==> src/rtl/mbm_pkg.sv <==
// Package: shared encodings for the masked lowest-bit manipulation unit.
// Assumes the mode word layout {merge[1:0], neighbour[1:0], pass_plain}.
package mbm_pkg;

    localparam int MODE_W   = 5;
    localparam int PLAIN_B  = 0;
    localparam int NBR_LO   = 1;
    localparam int MERGE_LO = 3;

    typedef enum logic [1:0] {
        NBR_NEG     = 2'd0,
        NBR_DEC     = 2'd1,
        NBR_INC     = 2'd2,
        NBR_NOT_INC = 2'd3
    } nbr_sel_e;

    typedef enum logic [1:0] {
        MERGE_OR   = 2'd0,
        MERGE_AND  = 2'd1,
        MERGE_XOR  = 2'd2,
        MERGE_NONE = 2'd3
    } merge_sel_e;

endpackage

==> src/rtl/mbm_mask_gen.sv <==
// Module: mbm_mask_gen
// Forms the active mask and the masked working value.
// Assumes the caller has already decoded whether the mask register field is zero.
module mbm_mask_gen #(
    parameter int XLEN = 32
) (
    input  logic [XLEN-1:0] opa,
    input  logic [XLEN-1:0] opb,
    input  logic            b_is_zero,
    output logic [XLEN-1:0] mask,
    output logic [XLEN-1:0] work
);

    // Pick the full mask or the operand mask, then restrict the operand to it.
    always_comb begin
        mask = b_is_zero ? {XLEN{1'b1}} : opb;
        work = opa & mask;
    end

endmodule

==> src/rtl/mbm_term_gen.sv <==
// Module: mbm_term_gen
// Builds the two masked terms from the working value.
// Assumes work is already confined to the mask; arithmetic wraps at XLEN bits.
module mbm_term_gen #(
    parameter int XLEN = 32
) (
    input  logic [XLEN-1:0]       work,
    input  logic [XLEN-1:0]       mask,
    input  logic                  pass_plain,
    input  mbm_pkg::nbr_sel_e     nbr_sel,
    output logic [XLEN-1:0]       term_a,
    output logic [XLEN-1:0]       term_b
);
    import mbm_pkg::*;

    localparam logic [XLEN-1:0] ONE = {{(XLEN-1){1'b0}}, 1'b1};

    logic [XLEN-1:0] inc_w;
    logic [XLEN-1:0] nbr;

    // Shared incrementer for the two increment-based neighbours.
    always_comb inc_w = work + ONE;

    // Choose the arithmetic neighbour of the working value.
    always_comb begin
        unique case (nbr_sel)
            NBR_NEG:     nbr = ~work + ONE;
            NBR_DEC:     nbr = work - ONE;
            NBR_INC:     nbr = inc_w;
            NBR_NOT_INC: nbr = ~inc_w;
            default:     nbr = '0;
        endcase
    end

    // Apply optional inversion to the first term and mask both terms.
    always_comb begin
        term_a = (pass_plain ? work : ~work) & mask;
        term_b = nbr & mask;
    end

endmodule

==> src/rtl/mbm_merge.sv <==
// Module: mbm_merge
// Merges the two terms, trims to the mask and optionally restores outside bits.
// Assumes the terms are already masked; merge code 3 produces zero by choice.
module mbm_merge #(
    parameter int XLEN = 32
) (
    input  logic [XLEN-1:0]    term_a,
    input  logic [XLEN-1:0]    term_b,
    input  logic [XLEN-1:0]    mask,
    input  logic [XLEN-1:0]    opa,
    input  mbm_pkg::merge_sel_e merge_sel,
    input  logic               restore,
    output logic [XLEN-1:0]    result
);
    import mbm_pkg::*;

    logic [XLEN-1:0] merged;

    // Select the merge operator.
    always_comb begin
        unique case (merge_sel)
            MERGE_OR:   merged = term_a | term_b;
            MERGE_AND:  merged = term_a & term_b;
            MERGE_XOR:  merged = term_a ^ term_b;
            MERGE_NONE: merged = '0;
            default:    merged = '0;
        endcase
    end

    // Trim to the mask and bring back the outside bits of opa on request.
    always_comb begin
        result = (merged & mask) | (restore ? (opa & ~mask) : '0);
    end

endmodule

==> src/rtl/masked_bit_manip.sv <==
// Module: masked_bit_manip (top)
// Combinational masked lowest-bit manipulation unit.
// Assumes mode = {merge[1:0], neighbour[1:0], pass_plain}; no clock, no state.
module masked_bit_manip #(
    parameter int XLEN = 32
) (
    input  logic [XLEN-1:0] opa,
    input  logic [XLEN-1:0] opb,
    input  logic            b_is_zero,
    input  logic [4:0]      mode,
    input  logic            restore,
    output logic [XLEN-1:0] result
);
    import mbm_pkg::*;

    logic [XLEN-1:0] mask;
    logic [XLEN-1:0] work;
    logic [XLEN-1:0] term_a;
    logic [XLEN-1:0] term_b;
    nbr_sel_e        nbr_sel;
    merge_sel_e      merge_sel;

    // Split the mode word into its fields.
    always_comb begin
        nbr_sel   = nbr_sel_e'(mode[NBR_LO +: 2]);
        merge_sel = merge_sel_e'(mode[MERGE_LO +: 2]);
    end

    mbm_mask_gen #(.XLEN(XLEN)) u_mask (
        .opa       (opa),
        .opb       (opb),
        .b_is_zero (b_is_zero),
        .mask      (mask),
        .work      (work)
    );

    mbm_term_gen #(.XLEN(XLEN)) u_terms (
        .work       (work),
        .mask       (mask),
        .pass_plain (mode[PLAIN_B]),
        .nbr_sel    (nbr_sel),
        .term_a     (term_a),
        .term_b     (term_b)
    );

    mbm_merge #(.XLEN(XLEN)) u_merge (
        .term_a    (term_a),
        .term_b    (term_b),
        .mask      (mask),
        .opa       (opa),
        .merge_sel (merge_sel),
        .restore   (restore),
        .result    (result)
    );

    // Cross-check the sub-block outputs against the port-level rules.
    always_comb begin

        mask_full_chk: assert (!b_is_zero || (&mask))
            else $error("mask not full with zero field");

        mask_pass_chk: assert (b_is_zero || (mask == opb))
            else $error("mask differs from opb");

        term_in_mask_chk: assert (((term_a | term_b) & ~mask) == '0)
            else $error("term bit outside mask");

        outside_clear_chk: assert (restore || ((result & ~mask) == '0))
            else $error("result bit outside mask without restore");

        outside_keep_chk: assert (!restore || ((result & ~mask) == (opa & ~mask)))
            else $error("outside bits not restored");

        undef_zero_chk: assert ((mode[4:3] != 2'd3) || ((result & mask) == '0))
            else $error("merge code 3 not zero");
    end

endmodule

==> config.mk <==
export PLATFORM = sky130hd
export DESIGN_NAME = masked_bit_manip
export DESIGN_NICKNAME = d
export VERILOG_FILES = /design/src/rtl/mbm_pkg.sv /design/src/rtl/mbm_mask_gen.sv /design/src/rtl/mbm_term_gen.sv /design/src/rtl/mbm_merge.sv /design/src/rtl/masked_bit_manip.sv
export SDC_FILE = /design/constraint.sdc
export NUM_CORES = 1
export LEC_CHECK = 0
export BUFFER_PORTS_ARGS = -buffer_cell sky130_fd_sc_hd__buf_2
export CORE_ASPECT_RATIO = 0.9
export CORE_MARGIN = 2
export CORE_UTILIZATION = 36
export DETAILED_ROUTE_END_ITERATION = 16
export RECOVER_POWER = 100
export SLEW_MARGIN = 30
export SYNTH_ARGS = -nofsm -noshare
export SYNTH_HDL_FRONTEND = slang
export SYNTH_SLANG_ARGS = --single-unit
==> constraint.sdc <==
create_clock -name vclk -period 5.3
set_input_delay 1.06 -clock vclk [all_inputs]
set_output_delay 1.06 -clock vclk [all_outputs]
set_load 0.01 [all_outputs]
==> metrics <==
final global-route overflow total 0; post-synthesis cell count 800; Syn Nets 937; Die W 129 microns; Clk network pwr share 0%; Critical Path Fanout Max 6; leak pwr 2.56 nW; Finish-stage setup viols 0; drt pass-1 iters 5; Synth Cell Area 5080 sq um; Min-Delay Path Class in2out; Routed WL 15,300 microns; fmax 196 MHz; vias 5,461; Area contributors post-synth ha_1 (16%), xnor2_1 (13%), nor2_1 (8.1%); Post-Syn Area per Cell 6.35 sq um; port bufs 103; Fin Setup TNS 0 ns; most numerous cell in the Yosys netlist nor2_1; fin crit share 96.2%; Combinational Power Share 100.0%; outcome complete, no violations; pin count of the biggest net entering global routing 70; Hold Fails Final Rpt 0; row cnt 41; Peak supply drop 0.0000419 V; busiest layer in global routing met2; Starting Density 36.5%; CP arrival 4.04 ns; Reg power frac 0%; Finished Layout Cells 1,074; Register Area 0 sq um; Pwr per Cell Area 97.7 nW/um^2; gpl congestion 0.875; unrepaired setup endpoints after global routing no; Place WS 0.0259 ns; Setup CP Type in2out; first-pass GRT wire length 24,700 microns; CP Launch Type input pin; Die Y 117 microns; # IOs 103; post-synth top area cell ha_1; Placed Instances 1,069; total global-route track usage 19.6%; Critical Path RT 4.24 ns; met2 Use GR 33.6%; GR met1 Demand/Resource 28.5%; Die Area 15,100 sq um; Pint 0.243 mW; Post-DP HPWL 11,700 microns; DR WL/cell 14.3 microns; n_diodes 0; Switching Share 57.8%; Core Area 13,900 sq um; Post-route DRC 0; antenna violations before repair 0; First DRT Iteration DRCs 301; filler instances 1,495; Vias/cell 5.08; Max transition margin 36.1%; Sw Pwr 0.332 mW; Ys Warns 0; max-cap viol count 0; M3 GR Usage 0.687%; hold path cells 4; Final Power 0.575 mW; Finished Core Util 42.3%; post-route antenna net violation count 0; Final Critical Period 5.10 ns; Multi-input gate area 4600 sq um; Final Worst Setup Slack 0.200 ns; count of cell types in the netlist 59; nets 1,020; Post-synth top cells nor2_1 (109), o21ai_0 (79), a21oi_1 (75); Slew Viols, Final 0; number of global-route vias before repair 4,847; Worst Tran Pin Value 0.958 ns; Yosys top cell area share 16.3%; endpoint class of the critical path primary output; P&R area growth vs syn 15.8%; post-synthesis sequential area ratio 0%; layout cells sized above 1 17.4%; clock buffer count 0; sequential cell count 0
## timing repair
| item | 4_1_cts | 5_1_grt |
|---|---|---|
| hold buffers | 0 | 0 |
| cloned | 0 | 1 |
| pin swaps | 1 | 3 |
| buffers inserted | 1 | 3 |
| gates resized for setup | 1 | 8 |
| endpoints found under the setup margin | 1 | 4 |
## path summary, 6_finish.rpt
path                      to       from  slack, ns
setup / recovery  result[30]  b_is_zero       0.20
hold / removal    result[29]    opa[29]       2.50
## logic make-up (layout without fill, tap and decap cells)
family / after synthesis / count (layout) / share of synthesized area, %
XOR/XNOR: 94 / 94 / 16.2
multiplexers: 15 / 15 / 2.96
AND/OR/NAND/NOR: 303 / 303 / 32.3
adder cells (fa/ha/maj): 66 / 66 / 16.3
AO/OA/AOI/OAI: 203 / 203 / 22.8
buffers and inverters: 119 / 200 / 9.44
## cells in the final DEF, fill, tap and decap left out, drive strengths merged, types with 2 or more instances in the layout
cell,Yosys,layout
or2,10,10
nand2,34,34
xnor2,73,73
nor2b,52,52
inv,60,60
xor2,21,21
o21ai,87,87
nand4b,3,3
mux2i,15,15
clkbuf,38,20
o41ai,4,4
ha,66,66
a22oi,11,11
nor2,111,111
and4,2,2
nand4,11,11
o31ai,8,8
nor3b,4,4
nor3,8,8
a31oi,5,5
and3,5,5
a21oi,75,75
nor4,10,10
buf,21,120
a31o,2,2
a41oi,3,3
nand3,43,43
## power by group through the flow
stage | clock network, mW | logic [mW] | registers [mW]
3_3_place_gp | 0 | 0.570 | 0
4_1_cts | 0 | 0.576 | 0
5_1_grt | 0 | 0.662 | 0
6_report | 0 | 0.575 | 0
2_1_floorplan | 0 | 0.414 | 0
3_5_place_dp | 0 | 0.573 | 0
## layer usage
| metal | share of wire [%] | vias to the layer above | wire length (microns) |
|---|---|---|---|
| li1 | - | 2901 | - |
| met1 | 50 | 2432 | 7690 |
| met2 | 45 | 118 | 6910 |
| met3 | 4.0 | 10 | 609 |
| met4 | 0.76 | 0 | 117 |
| met5 | 0 | - | 0 |
## area by class of cell
type | instances | area share [%]
timing repair buffer | 140 | 13.8
multi-input combinational | 681 | 78.3
inverter | 60 | 3.83
tap | 193 | 4.11
## critical path, stage by stage
cell	delay, ns
buf_6	0.13
o21ai_1	0.10
inv_1	0.07
ha_2	0.19
nand2_2	0.08
nor4_4	0.33
nand3_4	0.14
or4_4	0.56
a32o_1	0.23
xnor2_1	0.14
or2_1	0.22
ha_1	0.18
nor2_1	0.08
a21oi_1	0.04
nor2_1	0.08
a21oi_1	0.05
o21ai_1	0.18
buf_2	0.16
## metrics by stage
| step | area (sq um) | hold slack [ns] |
|---|---|---|
| final | 5880 | 2.50 |
| after global placement | 5830 | 2.50 |
| after floorplan | 5080 | 2.29 |
| after global routing | 5880 | 2.54 |
| after CTS | 5840 | 2.51 |
| after detailed placement | 5830 | 2.51 |
No activity file was read; power rests on OpenSTA's default activity.
